## src/rtl/qdac_pkg.sv

```systemverilog
package qdac_pkg;

    localparam int FRAME_W  = 24;
    localparam int CODE_W   = 10;
    localparam int CH_N     = 4;
    localparam int CH_SEL_W = $clog2(CH_N);
    localparam logic [3:0] CMD_NIB = 4'b0001;

    typedef enum logic [1:0] {
        S_IDLE,
        S_SHIFT,
        S_FULL,
        S_OVER
    } fsm_t;

endpackage

```

## src/rtl/qdac_sync.sv

```systemverilog
module qdac_sync #(
    parameter int          W       = 4,
    parameter logic [W-1:0] RST_VAL = '1
) (
    input  logic         clk,
    input  logic         rst_n,
    input  logic [W-1:0] async_i,
    output logic [W-1:0] sync_o
);

    logic [W-1:0] stage1;
    logic [W-1:0] stage2;

    always_ff @(posedge clk) begin
        if (!rst_n) begin
            stage1 <= RST_VAL;
            stage2 <= RST_VAL;
        end else begin
            stage1 <= async_i;
            stage2 <= stage1;
        end
    end

    assign sync_o = stage2;

endmodule

```

## src/rtl/qdac_serial_fsm.sv

```systemverilog
module qdac_serial_fsm
    import qdac_pkg::*;
#(
    parameter int FW = FRAME_W,
    parameter int CW = CODE_W
) (
    input  logic          clk,
    input  logic          rst_n,
    input  logic          cs_n_s,
    input  logic          sclk_s,
    input  logic          mosi_s,
    output logic          commit_o,
    output logic [3:0]    ctrl_o,
    output logic [CW-1:0] data_o,
    output logic          miso_o,
    output logic          miso_oe_o
);

    localparam int CNT_W = $clog2(FW + 1);

    fsm_t             state;
    fsm_t             state_nxt;
    logic             cs_q;
    logic             sclk_q;
    logic [CNT_W-1:0] cnt;
    logic [FW-1:0]    rx_sr;
    logic [FW-1:0]    tx_sr;
    logic [FW-1:0]    last_frame;

    logic cs_fall;
    logic cs_rise;
    logic sclk_fall;
    logic sclk_rise;

    assign cs_fall   =  cs_q   & ~cs_n_s;
    assign cs_rise   = ~cs_q   &  cs_n_s;
    assign sclk_fall =  sclk_q & ~sclk_s;
    assign sclk_rise = ~sclk_q &  sclk_s;

    // next-state logic
    always_comb begin
        state_nxt = state;
        unique case (state)
            S_IDLE:  if (cs_fall) state_nxt = S_SHIFT;
            S_SHIFT: begin
                if (cs_rise)
                    state_nxt = S_IDLE;
                else if (sclk_fall && cnt == CNT_W'(FW - 1))
                    state_nxt = S_FULL;
            end
            S_FULL: begin
                if (cs_rise)
                    state_nxt = S_IDLE;
                else if (sclk_fall)
                    state_nxt = S_OVER;
            end
            S_OVER:  if (cs_rise) state_nxt = S_IDLE;
        endcase
    end

    // state register
    always_ff @(posedge clk) begin
        if (!rst_n) state <= S_IDLE;
        else        state <= state_nxt;
    end

    // datapath and outputs
    always_ff @(posedge clk) begin
        if (!rst_n) begin
            cs_q       <= 1'b1;
            sclk_q     <= 1'b1;
            cnt        <= '0;
            rx_sr      <= '0;
            tx_sr      <= '0;
            last_frame <= '0;
            commit_o   <= 1'b0;
            miso_oe_o  <= 1'b0;
        end else begin
            cs_q      <= cs_n_s;
            sclk_q    <= sclk_s;
            commit_o  <= 1'b0;
            miso_oe_o <= ~cs_n_s;
            if (state == S_IDLE && cs_fall) begin
                cnt   <= '0;
                tx_sr <= last_frame;
            end
            if (state == S_SHIFT && sclk_fall && !cs_rise) begin
                rx_sr <= {rx_sr[FW-2:0], mosi_s};
                cnt   <= cnt + 1'b1;
            end
            if (state != S_IDLE && sclk_rise)
                tx_sr <= {tx_sr[FW-2:0], 1'b0};
            if (state == S_FULL && cs_rise) begin
                last_frame <= rx_sr;
                commit_o   <= (rx_sr[FW-1 -: 4] == CMD_NIB);
            end
        end
    end

    assign ctrl_o = last_frame[15:12];
    assign data_o = last_frame[CW-1:0];
    assign miso_o = tx_sr[FW-1];

    assert_cnt_bound_R2: assert property (@(posedge clk) disable iff (!rst_n)
        cnt <= CNT_W'(FW));

    assert_commit_after_full_R8: assert property (@(posedge clk) disable iff (!rst_n)
        commit_o |-> $past(cnt) == CNT_W'(FW));

    assert_abort_no_commit_R7: assert property (@(posedge clk) disable iff (!rst_n)
        (cs_rise && state != S_FULL) |=> !commit_o);

    assert_tx_hold_idle_R9: assert property (@(posedge clk) disable iff (!rst_n)
        (state == S_IDLE && !cs_fall) |=> $stable(tx_sr));

endmodule

```

## src/rtl/qdac_regbank.sv

```systemverilog
module qdac_regbank
    import qdac_pkg::*;
#(
    parameter int NCH = CH_N,
    parameter int CW  = CODE_W
) (
    input  logic                    clk,
    input  logic                    rst_n,
    input  logic                    rst_sel,
    input  logic                    commit,
    input  logic [3:0]              ctrl,
    input  logic [CW-1:0]           data,
    input  logic                    load_act,
    output logic [NCH-1:0][CW-1:0]  codes
);

    localparam int SEL_W = $clog2(NCH);

    logic [NCH-1:0][CW-1:0] in_q;
    logic [NCH-1:0][CW-1:0] in_nxt;
    logic [NCH-1:0][CW-1:0] dac_q;
    logic [NCH-1:0][CW-1:0] dac_nxt;
    logic [SEL_W-1:0]       sel;
    logic                   wr_in;
    logic                   wr_both;
    logic                   xfer;

    assign sel     = ctrl[SEL_W-1:0];
    assign wr_in   = commit && ctrl[3:2] == 2'b00;
    assign wr_both = commit && ctrl[3:2] == 2'b01;
    assign xfer    = commit && ctrl == 4'b1000;

    for (genvar i = 0; i < NCH; i++) begin : g_ch
        always_comb begin
            in_nxt[i] = ((wr_in || wr_both) && sel == SEL_W'(i)) ? data : in_q[i];
            if (wr_both && sel == SEL_W'(i))
                dac_nxt[i] = data;
            else if (xfer || load_act)
                dac_nxt[i] = in_nxt[i];
            else
                dac_nxt[i] = dac_q[i];
        end
    end

    always_ff @(posedge clk) begin
        if (!rst_n) begin
            in_q  <= {(NCH*CW){rst_sel}};
            dac_q <= {(NCH*CW){rst_sel}};
        end else begin
            in_q  <= in_nxt;
            dac_q <= dac_nxt;
        end
    end

    assign codes = dac_q;

    assert_in_hold_R3: assert property (@(posedge clk) disable iff (!rst_n)
        !commit |=> $stable(in_q));

    assert_dac_hold_R6: assert property (@(posedge clk) disable iff (!rst_n)
        (!commit && !load_act) |=> $stable(dac_q));

    assert_xfer_copy_R5: assert property (@(posedge clk) disable iff (!rst_n)
        (xfer && !load_act) |=> dac_q == $past(in_q));

    assert_reserved_idle_R10: assert property (@(posedge clk) disable iff (!rst_n)
        (commit && ctrl[3] && ctrl != 4'b1000 && !load_act) |=> $stable(dac_q) && $stable(in_q));

endmodule

```

## src/rtl/quad_dac_spi_front.sv

```systemverilog
module quad_dac_spi_front
    import qdac_pkg::*;
(
    input  logic              clk,
    input  logic              rst_n,
    input  logic              rst_sel,
    input  logic              cs_n,
    input  logic              sclk,
    input  logic              mosi,
    input  logic              load_n,
    output logic              miso,
    output logic              miso_oe,
    output logic [CODE_W-1:0] dac_code0,
    output logic [CODE_W-1:0] dac_code1,
    output logic [CODE_W-1:0] dac_code2,
    output logic [CODE_W-1:0] dac_code3
);

    logic [3:0]                syn;
    logic                      commit;
    logic [3:0]                ctrl;
    logic [CODE_W-1:0]         data;
    logic [CH_N-1:0][CODE_W-1:0] codes;

    qdac_sync #(.W(4), .RST_VAL(4'b1111)) u_sync (
        .clk     (clk),
        .rst_n   (rst_n),
        .async_i ({load_n, mosi, sclk, cs_n}),
        .sync_o  (syn)
    );

    qdac_serial_fsm #(.FW(FRAME_W), .CW(CODE_W)) u_fsm (
        .clk       (clk),
        .rst_n     (rst_n),
        .cs_n_s    (syn[0]),
        .sclk_s    (syn[1]),
        .mosi_s    (syn[2]),
        .commit_o  (commit),
        .ctrl_o    (ctrl),
        .data_o    (data),
        .miso_o    (miso),
        .miso_oe_o (miso_oe)
    );

    qdac_regbank #(.NCH(CH_N), .CW(CODE_W)) u_regs (
        .clk      (clk),
        .rst_n    (rst_n),
        .rst_sel  (rst_sel),
        .commit   (commit),
        .ctrl     (ctrl),
        .data     (data),
        .load_act (~syn[3]),
        .codes    (codes)
    );

    assign dac_code0 = codes[0];
    assign dac_code1 = codes[1];
    assign dac_code2 = codes[2];
    assign dac_code3 = codes[3];

endmodule

```

## config.mk

```make
export PLATFORM = sky130hd
export DESIGN_NAME = quad_dac_spi_front
export DESIGN_NICKNAME = d
export VERILOG_FILES = /design/src/rtl/qdac_pkg.sv /design/src/rtl/qdac_sync.sv /design/src/rtl/qdac_serial_fsm.sv /design/src/rtl/qdac_regbank.sv /design/src/rtl/quad_dac_spi_front.sv
export SDC_FILE = /design/constraint.sdc
export NUM_CORES = 1
export LEC_CHECK = 0
export BUFFER_PORTS_ARGS = -buffer_cell sky130_fd_sc_hd__buf_2
export CAP_MARGIN = 20
export CELL_PAD_IN_SITES_DETAIL_PLACEMENT = 0
export CELL_PAD_IN_SITES_GLOBAL_PLACEMENT = 1
export CORE_MARGIN = 5
export CORE_UTILIZATION = 47
export CTS_CLUSTER_DIAMETER = 30
export DETAILED_ROUTE_END_ITERATION = 8
export PLACE_DENSITY_LB_ADDON = 0.1
export SLEW_MARGIN = 20
export SYNTH_ARGS = -nofsm -noshare
export SYNTH_HDL_FRONTEND = slang
export SYNTH_SLANG_ARGS = --single-unit
```

## constraint.sdc

```tcl
create_clock -name clk -period 3.5 [get_ports clk]
set_input_delay 0.7 -clock clk [delete_from_list [all_inputs] [get_ports clk]]
set_output_delay 0.7 -clock clk [all_outputs]
set_load 0.005 [all_outputs]
```

; ---- Word-level counts from Yosys, hierarchy flattened
; Cells that the tools add are included.
[word_totals]
ramBits = 0
memories = 0
out_inout_bits = 42
latchBits = 0
regBits = 171
rom_bits = 0
[op_classes]
div_mod_pow = 0
n_shift = 0
reduce_logical = 29
bitwise_logic = 10
mul = 0
magnitude_cmp = 0
eq_ne = 18
mux = 25
n_addsub = 1
[ops]
columns = op, n
row1 = 2-to-1 mux 10 bit, 12
row2 = 2-to-1 mux 40 bit, 2
row3 = 2-to-1 mux 24 bit, 2
row4 = "inequality test 3 x 1 -> 1 bit, second input constant", 6
row5 = logical AND 1 bit, 17
row6 = 2-to-1 mux 2 bit, 6
row7 = 2-to-1 mux 5 bit, 2
row8 = "equality test 2 bit, second input constant", 4
row9 = one-hot mux 2 bit (4 select lines), 1
row10 = "equality test 2 x 1 -> 1 bit, second input constant", 3
row11 = zero test 2 bit, 3
row12 = inverter 1 bit, 6
row13 = nonzero test 2 bit, 3
row14 = "adder 5 x 1 -> 5 bit, second input constant", 1
row15 = "equality test 5 bit, second input constant", 1
row16 = bitwise AND 1 bit, 4
row17 = "equality test 4 x 1 -> 1 bit, second input constant", 1
row18 = "equality test 4 bit, second input constant", 1
row19 = "inequality test 2 x 1 -> 1 bit, second input constant", 2
row20 = AND reduction 4 bit, 1
row21 = logical OR 1 bit, 2
row22 = AND reduction 2 bit, 1
row23 = OR reduction 2 bit, 1
row24 = zero test 1 bit, 1

; ---- Depth between registers and ports, before layout
; Gate-level depths: netlist of the first run.
[depth]
ltp_word = 8
mapped_depth = 7

; ---- Hierarchy
; A second synthesis of the first run with hierarchy kept.
[unflattened]
cells_unflattened = 699
hier_area_um2 = 6764.0
[modules_own_cells]
columns = mod, seq_area_each_um2, instances, cells_per_inst, area_per_inst_um2
row1 = qdac_serial_fsm, 1661.6, 1, 393, 3428.3
row2 = qdac_regbank, 2001.9, 1, 289, 3121.7
row3 = qdac_sync, 160.2, 1, 16, 210.2
row4 = quad_dac_spi_front, 0.0, 1, 1, 3.8

; ---- Worst setup path after synthesis of the first run
; No wires, ideal clock.
[synth_timing]
path_type = input to register
start = input rst_n
end = register u_regs.dac_q (netlist bit u_regs.codes[0]), enable pin
slack_ns = 1.451
cell_stages = 4
arrival_time_ns = 1.697
path_buffers = 3
t_required_ns = 3.148
cell_sequence = buf_2 -> clkbuf_1 -> clkbuf_1 -> nand3_1
[synth_between]
elab_chain_cells = 1
[synth_lines]
columns = item, line_no
row1 = start: declaration, quad_dac_spi_front.sv:5  ; input logic rst_n,
row2 = inequality test 3 x 1 -> 1 bit (no line), --
row3 = end signal: assignment, qdac_regbank.sv:48  ; dac_q <= {(NCH*CW){rst_sel}};
row4 = end signal: assignment, qdac_regbank.sv:51  ; dac_q <= dac_nxt;
row5 = end: declaration, qdac_regbank.sv:21  ; logic [NCH-1:0][CW-1:0] dac_q;
; No other way between the ends.
; A chain may end at the register's enable or synchronous reset.

; ---- Worst setup path in the final report of the first run
[layout_timing]
start = input rst_n
end = register u_regs.dac_q (netlist bit u_regs.codes[2]) (data pin)
[layout_between]
elab_chain_cells = 1
[layout_lines]
columns = item, line_no
row1 = 2-to-1 mux 40 bit, qdac_regbank.sv:46  ; if (!rst_n) begin
; No other way between the ends.

==> results of run 1 <==
==> synthesized netlist by cell type <==
library cell  number  area, um2
a21boi_0          46      345.3
a21boi_1          25      187.7
a21oi_1            1      5.000
a22oi_1           23      172.7
a31oi_1           80      500.5
and3_1             2      12.51
and4_1             1      8.760
buf_2             13      65.06
buf_4              6      45.04
buf_6              5      56.30
clkbuf_1          28      105.1
dfxtp_1          131       2623
edfxtp_1          40       1201
ha_1               1      12.51
inv_1              1      3.750
mux2i_1            1      10.01
nand2_1          210      788.3
nand2b_1          12      75.07
nand2b_2           1      8.760
nand2b_4           1      13.76
nand3_1           10      50.05
nand3b_1           6      45.04
nand4b_1           2      17.52
nor2_1             6      22.52
nor2b_1            6      37.54
nor3_2             2      20.02
nor3b_1            4      30.03
nor3b_2            4      50.05
nor4b_4            1      23.77
o211ai_1           1      7.510
o21ai_0            8      40.04
o21ba_4            1      16.27
o22ai_1            1      6.260
o311a_1            1      10.01
o31ai_1            1      7.510
or2_2              1      6.260
or3_1              1      6.260
or3b_1             1      8.760
or4bb_1            1      11.26
xor2_1             1      8.760
==> logic make-up (layout without fill, tap and decap cells) <==
family	after synthesis	count (layout)	synth area share [%]
DFF	171	171	57.37
muxes	1	1	0.1502
AOI/OAI and AO/OA	188	188	19.49
buffers and inverters	53	90	4.130
and+or+nand+nor	272	272	18.55
xor gates and xnor gates	1	1	0.1314
adders and majority gates	1	1	0.1877
==> state kept, by name, summed over array words and instances (netlist names) <==
signal / cells
u_fsm.cnt: 5
u_fsm.commit_o: 1
u_fsm.cs_q: 1
u_fsm.last_frame: 24
u_fsm.miso_oe_o: 1
u_fsm.rx_sr: 24
u_fsm.sclk_q: 1
u_fsm.state: 2
u_fsm.tx_sr: 24
u_regs.codes: 40
u_regs.in_q: 40
u_sync.stage1: 4
u_sync.sync_o: 4
==> per-stage QoR <==
stage	util, %	hold WS (ns)
2_1_floorplan	-	0.3863
4_1_cts	54.16	0.4065
6_report	54.16	0.4046
3_3_place_gp	50.02	0.3933
3_5_place_dp	50.02	0.3925
5_1_grt	54.16	0.4237
==> power breakdown <==
part           total, mW  switching (mW)  internal (mW)
Sequential          2.14          0.0257           2.12
Combinational      0.216           0.128         0.0872
Clock               1.85           0.723           1.13
Total               4.21           0.877           3.33
==> per-layer routing <==
| layer | track usage, % | part of all wire [%] | routed length, um |
|---|---|---|---|
| met1 | 23.27 | 46 | 6545 |
| met3 | 4.081 | 5.2 | 734 |
| met5 | 0 | 0 | 0 |
| met4 | 10.32 | 4.1 | 589 |
| met2 | 27.13 | 45 | 6372 |
==> final timing paths <==
path / slack, ns / endpoint / startpoint / depth (start not counted)
max: 1.43 / u_regs.codes[2] / rst_n / 4
min: 0.40 / u_sync.sync_o[3] / u_sync.stage1[3] / 1
max reg2reg: 1.49 / u_fsm.rx_sr[23] / u_fsm.state[1] / 5
min reg2reg: 0.40 / u_sync.sync_o[3] / u_sync.stage1[3] / 1
==> layout make-up <==
class | instances | area [um2]
clock buffer | 21 | 450.4
clock inverter | 11 | 125.1
fill | 1257 | 6362
inverter | 1 | 3.754
multi-input combinational | 463 | 2580
sequential | 171 | 3824
tap | 180 | 225.2
timing repair buffer | 57 | 310.3
==> qor.txt, run 1 <==
Core Rows - 43
Core ar. - 13,880 um2
WL final - 14,240 um
Final #Nets - 719
Total power - 4.208 mW
CP delay by family, top - buffers and inverters
Worst Path Buf+Inv - 2
First-pass DRT Iterations - 6
Fin. Hold Viols - 0
Root Buffer - clkbuf_16
Max_cap viols - 0
Synth Cell Area - 6665 um2
Die span in y - 129.1 um
Post-route setup slack - 1.431 ns
GPL Wtd Cong - 0.7386
Required @ worst endpoint - 3.62 ns
Syn avg cell area - 9.702 um2
Crit-path cells - buf_4 -> nor2_4 -> buf_4 -> a31oi_1
DRT antenna net count - 0
DRC viols - 0
Wire per inst - 15.75 um
Max_slew headroom - 34.81%
Max Freq - 483.4 MHz
Most frequent cells in the layout - 210 x nand2_1, 131 x dfxtp_1, 80 x a31oi_1
Leak - 2.654 nW
Crit share post-route - 59.11%
#FFs+latches synth - 171
I/O pin total - 49
Drt initial violations - 341
Post-CTS setup buffer count - 0
Yosys warns - 0
Final Cell Area - 7518 um2
CP dominant cell by count - buf_4
Vias per inst - 5.501
Minimum clock period - 2.069 ns
Peak supply drop - 0.0003052 V
CTS Buf Count - 17
Critical-path top delay cell - nor2_4
Largest fanout on the critical path - 85
Synth unique cells - 40
Reg clk slew, reported paths - 0.06 ns
Gr ovfl total - 0
Arrival @ worst endpoint - 2.19 ns
First-pass GRT wire length - 23,340 um
Die Footprint - 16,660 um2
Largest net degree at the start of global routing - 86
Commonest non-fill, non-tap cell in the layout - nand2_1
Seq/Total Area, Yosys - 57.37%
Setup Viol. Count Final - 0
Final Non-Filler Cells - 904
Status - complete, no violations
# port buffers - 48
TritonCTS clock tree - yes
Crit path largest cell delay - 0.62 ns
Initial antenna violation count - 0
Syn Nets - 695
HPWL after detailed placement - 8845 um
Placed cell areas - 6943 um2
Synth Instances - 687
Crit. End Element - flop
H-tree depth - 4
Synth-to-Final Area Change - 12.80%
RSZ-0062 raised after global routing - no
Diodes inserted - 0
Initial core utilization - 48.02%
Final Skew - 0.005996 ns
Post-place setup slack - 1.022 ns
Vias in the first global route - 4,661
Overall Global Routing Usage - 17.79%
Pwr/cell area - 559.7 nW/um2
Worst-Margin Slew - 0.9768 ns
Final-report max-slew violation count - 0
Share of cells above drive strength 1 - 12.98%
Post-cts sizing count - 0
Final TNS setup - 0 ns
Clk_lat worst skew - 0.42 ns
Die width - 129.1 um
CTS Sinks - 171
Placed cells - 872
Min-delay worst type - reg -> reg
Kind of critical path - in -> reg
Clock Path Buffers - 2
Hold-fix buffer count after cts - 0
Setup crit start kind - primary input
Routed via count - 4,973
No activity file was read; power rests on OpenSTA's default activity.
==> run 2: changes to the inputs <==
--- a/config.mk
+++ b/config.mk
@@ -10,7 +10,7 @@
 export CELL_PAD_IN_SITES_DETAIL_PLACEMENT = 0
 export CELL_PAD_IN_SITES_GLOBAL_PLACEMENT = 1
 export CORE_MARGIN = 5
-export CORE_UTILIZATION = 47
+export CORE_UTILIZATION = 46
 export CTS_CLUSTER_DIAMETER = 30
 export DETAILED_ROUTE_END_ITERATION = 8
 export PLACE_DENSITY_LB_ADDON = 0.1
==> constraint.sdc (replaced) <==
create_clock -name clk -period 1.95 [get_ports clk]
set_input_delay 0.39 -clock clk [delete_from_list [all_inputs] [get_ports clk]]
set_output_delay 0.39 -clock clk [all_outputs]
set_load 0.005 [all_outputs]
==> run 2 against run 1 <==
  * Final cell count grew 1.3%
  * Total power rose by 80%
  * Wire length is 1.7% higher
  * Design area increased by 1.2%
  * Critical path depth stayed put
  * Clock-buffer cell count down 3
  * Register-to-register slack got worse by 1.3 ns
  * Flip-flop and latch count is the same
  * Sequential power increased by 79%
  * Largest power group unchanged
==> qor.txt, run 2 (synthesis gave the netlist of run 1 again) <==
Post-place setup slack - 0.2265 ns
Pwr/cell area - 995.7 nW/um2
Largest fanout on the critical path - 10
Initial core utilization - 46.39%
I/O pin total - 49
RSZ-0062 raised after global routing - no
Peak supply drop - 0.0006103 V
Commonest non-fill, non-tap cell in the layout - nand2_1
First-pass DRT Iterations - 5
Kind of critical path - reg -> reg
Diodes inserted - 0
Max Freq - 580.0 MHz
Clk_lat worst skew - 0.42 ns
Max_slew headroom - 63.55%
Share of cells above drive strength 1 - 14.21%
Layer with the highest usage - met2
Worst-Margin Slew - 0.5453 ns
Final #Nets - 727
Status - complete, no violations
H-tree depth - 4
Die span in y - 130.4 um
GRT met2 Usage - 30.11%
Minimum clock period - 1.724 ns
Met1 usage - 22.79%
Die Footprint - 17,000 um2
Arrival @ worst endpoint - 1.87 ns
Crit. End Element - flop
Core Rows - 44
Gr ovfl total - 0
R2r setup slk - 0.23 ns
CTS Buf Count - 17
Post-cts sizing count - 0
GPL Wtd Cong - 0.7299
Die width - 130.4 um
Setup crit start kind - flop
Placed cell areas - 7019 um2
Most frequent cells in the layout - 210 x nand2_1, 131 x dfxtp_1, 80 x a31oi_1
# port buffers - 48
CTS Sinks - 171
Required @ worst endpoint - 2.09 ns
Grt met3 use - 4.878%
Synth-to-Final Area Change - 14.15%
TritonCTS clock tree - yes
Initial antenna violation count - 0
WL final - 14,480 um
Final-report max-slew violation count - 0
Drt initial violations - 370
Clock Path Buffers - 2
Min-delay worst type - in -> reg
Leak - 2.695 nW
Final Skew - 0.01011 ns
Root Buffer - clkbuf_16
Final TNS setup - 0 ns
Post-route setup slack - 0.2259 ns
Setup Viol. Count Final - 0
Crit share post-route - 88.42%
Vias per inst - 5.409
DRC viols - 0
Max_cap viols - 0
Fin. Hold Viols - 0
Final Cell Area - 7609 um2
DRT antenna net count - 0
Core ar. - 14,370 um2
Reg clk slew, reported paths - 0.06 ns
HPWL after detailed placement - 8861 um
Routed via count - 4,955
Largest net degree at the start of global routing - 81
First-pass GRT wire length - 23,570 um
Overall Global Routing Usage - 17.98%
Vias in the first global route - 4,685
Wire per inst - 15.81 um
-- run 2: cell types whose count changed in the layout (fill, tap and decap cells not counted), moves of 2 or more --
cell	before	now
buf_4	10	16
buf_12	0	2
clkbuf_1	3	1
clkinvlp_4	0	2
-- run 2: routing by layer --
metal / part of all wire [%] / vias to the layer above / wire, um
met3: 4.4 / 13 / 633
met1: 46 / 2359 / 6698
met4: 1.1 / 0 / 162
met5: 0 / - / 0
met2: 48 / 96 / 6987
li1: - / 2487 / -
-- run 2: path summary, 6_finish.rpt --
| kind | endpoint | startpoint | depth (start not counted) |
|---|---|---|---|
| hold / removal | u_sync.stage1[2] | mosi | 2 |
| setup reg to reg | u_regs.codes[18] | u_fsm.last_frame[15] | 4 |
| setup / recovery | u_regs.codes[18] | u_fsm.last_frame[15] | 4 |
| hold reg to reg | u_sync.sync_o[0] | u_sync.stage1[0] | 1 |
-- run 2: critical path, stage by stage (launching register included) --
cell and delay [ns]:
dfxtp_1 0.40, nor2b_1 0.31, nand3b_1 0.40, nand2_1 0.22, a31oi_1 0.11
-- run 2: timing repair --
action / 4_1_cts / 5_1_grt
setup endpoints to repair: 0 / 3
setup buffers: 0 / 1
hold buffers: 0 / 0
-- run 2: per-stage QoR --
stage | total power, mW | util (%) | hold slack, ns | std cells
5_1_grt | 7.858 | 52.95 | 0.1353 | 916
6_report | 7.576 | 52.95 | 0.1488 | 916
2_1_floorplan | 4.176 | - | 0.3863 | 687
3_3_place_gp | 4.305 | 48.85 | 0.3887 | 883
4_1_cts | 7.651 | 52.90 | 0.1276 | 915
3_5_place_dp | 4.317 | 48.85 | 0.3914 | 883
-- run 2: final cells by class --
| type | count | area [um2] |
|---|---|---|
| repair buffers | 65 | 395.4 |
| inverters | 1 | 3.754 |
| flip-flops and latches | 171 | 3824 |
| clock inverters | 14 | 152.6 |
| fillers | 1290 | 6760 |
| clock buffers | 18 | 429.2 |
| multi-input cells | 463 | 2574 |
| well taps | 184 | 230.2 |
-- run 2: report_power, final --
| part | internal, mW | total (mW) | switching (mW) |
|---|---|---|---|
| Combinational | 0.163 | 0.391 | 0.228 |
| Sequential | 3.80 | 3.84 | 0.0450 |
| Clock | 1.99 | 3.34 | 1.35 |
| Total | 5.96 | 7.58 | 1.62 |
==> run 3: changes to the inputs <==
==> constraint.sdc (replaced) <==
create_clock -name clk -period 1.95 [get_ports clk]
set_input_delay 0.195 -clock clk [delete_from_list [all_inputs] [get_ports clk]]
set_output_delay 0.195 -clock clk [all_outputs]
set_load 0.005 [all_outputs]
==> run 3 against run 2 <==
  * Via count rose by 0.77%
  * Final cell count rose by 0.55%
  * Clock-buffer cell count rose by 8
  * Register-to-register slack barely moved
==> qor.txt, run 3 (synthesis gave the netlist of run 1 again) <==
Status - complete, no violations
Reg2reg end - u_regs.codes[28]
CTS Sinks - 171
CP delay by family, top - simple AND/OR/NAND/NOR gates
Drt initial violations - 342
Setup crit start kind - flop
Worst setup startpoint - u_fsm.last_frame[13]
Final TNS setup - 0 ns
Final #Nets - 732
Crit share post-route - 89.03%
Critical Path Stages - 4
Largest net degree at the start of global routing - 81
Synth-to-Final Area Change - 15.11%
Total power - 7.683 mW
Max Freq - 576.0 MHz
Share of cells above drive strength 1 - 14.52%
Die width - 130.4 um
Setup Viol. Count Final - 0
Core ar. - 14,370 um2
Wire per inst - 15.75 um
Crit-path cells - nand2b_1 -> o22ai_1 -> nand3b_1 -> nand3_1
First-pass DRT Iterations - 5
Pwr/cell area - 1001 nW/um2
Root Buffer - clkbuf_16
Final-report max-slew violation count - 0
# port buffers - 48
Leak - 2.739 nW
Die Footprint - 17,000 um2
Clk_lat worst skew - 0.42 ns
DRT antenna net count - 0
Minimum clock period - 1.736 ns
Final core utilization - 53.40%
Worst r2r src - u_fsm.last_frame[13]
Vias in the first global route - 4,718
Final Cell Area - 7672 um2
CTS Buf Count - 17
Hold slack - 0.1567 ns
Initial core utilization - 46.39%
R2r setup slk - 0.21 ns
Vias per inst - 5.421
Kind of critical path - reg -> reg
Min-delay worst type - in -> reg
Worst-Margin Slew - 0.5505 ns
Crit. End Element - flop
Worst hold start - rst_n
Post-cts sizing count - 0
Largest fanout on the critical path - 15
Max_cap viols - 0
Routed via count - 4,993
Reg clk slew, reported paths - 0.06 ns
RSZ-0062 raised after global routing - no
WHS Path Cells - 2
TritonCTS clock tree - yes
Diodes inserted - 0
Placed cell areas - 7022 um2
Critical-path top delay cell - dfxtp_1
Required @ worst endpoint - 1.97 ns
Initial antenna violation count - 0
Worst setup path endpoint - u_regs.codes[28]
DRC viols - 0
Overall Global Routing Usage - 17.97%
Gr ovfl total - 0
HPWL after detailed placement - 8906 um
Clock Path Buffers - 2
Fin. Hold Viols - 0
Peak supply drop - 0.0006466 V
I/O pin total - 49
Core Rows - 44
GPL Wtd Cong - 0.7442
Max_slew headroom - 63.20%
Commonest non-fill, non-tap cell in the layout - nand2_1
Die span in y - 130.4 um
H-tree depth - 4
WL final - 14,510 um
Crit path largest cell delay - 0.60 ns
First-pass GRT wire length - 23,780 um
Reg2reg path depth - 4
Final Skew - 0.004495 ns
Most frequent cells in the layout - 210 x nand2_1, 131 x dfxtp_1, 80 x a31oi_1
Arrival @ worst endpoint - 1.75 ns
Worst Path Buf+Inv - 0
-- run 3: changes by cell type in the layout (fill, tap and decap cells not counted), sizes merged, moves of 2 or more --
cell / delta
clkinv: -4
clkinvlp: -2
dlygate4sd3: +4
clkbuf: +8
-- run 3: repair_timing --
action                                 in CTS  in global routing
buffers inserted                            0                  0
endpoints found under the hold margin       4                  0
hold buffers                                4                  0
-- run 3: how the worst min path moves through the flow --
stage          slack (ns)               end
2_1_floorplan        0.30  u_sync.stage1[0]
3_3_place_gp         0.37  u_sync.stage1[0]
3_5_place_dp         0.38  u_sync.stage1[0]
4_1_cts              0.15  u_sync.sync_o[0]
5_1_grt              0.15  u_sync.stage1[0]
6_report             0.16  u_sync.stage1[0]
-- run 3: report_power, final --
group / internal, mW / switching, mW / total, mW
combinational: 0.167 / 0.231 / 0.398
clock: 2.13 / 1.31 / 3.44
sequential: 3.80 / 0.0451 / 3.85
-- run 3: cell type report --
| cell class | count | area (um2) |
|---|---|---|
| clock buffer | 26 | 530.5 |
| clock inverter | 6 | 80.08 |
| fill | 1335 | 6696 |
| inverter | 1 | 3.754 |
| multi-input combinational | 463 | 2574 |
| sequential | 171 | 3824 |
| tap | 184 | 230.2 |
| timing repair buffer | 70 | 430.4 |
-- run 3: stage by stage --
step                worst slack (ns)  instances
floorplan                     0.4065        687
global placement              0.2571        885
detailed placement            0.2107        885
CTS                           0.1954        921
global route                 0.06074        921
finish                        0.2140        921
-- run 3: worst reg2reg max path, delay by kind of cell (launching register included) --
family          cells  cell delay [ns]
simple gates        3             0.67
flops               1             0.60
compound gates      1             0.07
-- run 3: per-layer routing --
metal | global-route usage [%] | vias to the layer above | share of wire, %
li1 | - | 2498 | -
met1 | 22.71 | 2376 | 46
met2 | 29.93 | 105 | 48
met3 | 4.675 | 14 | 4.6
met4 | 6.413 | 0 | 1.2
met5 | 0 | - | 0
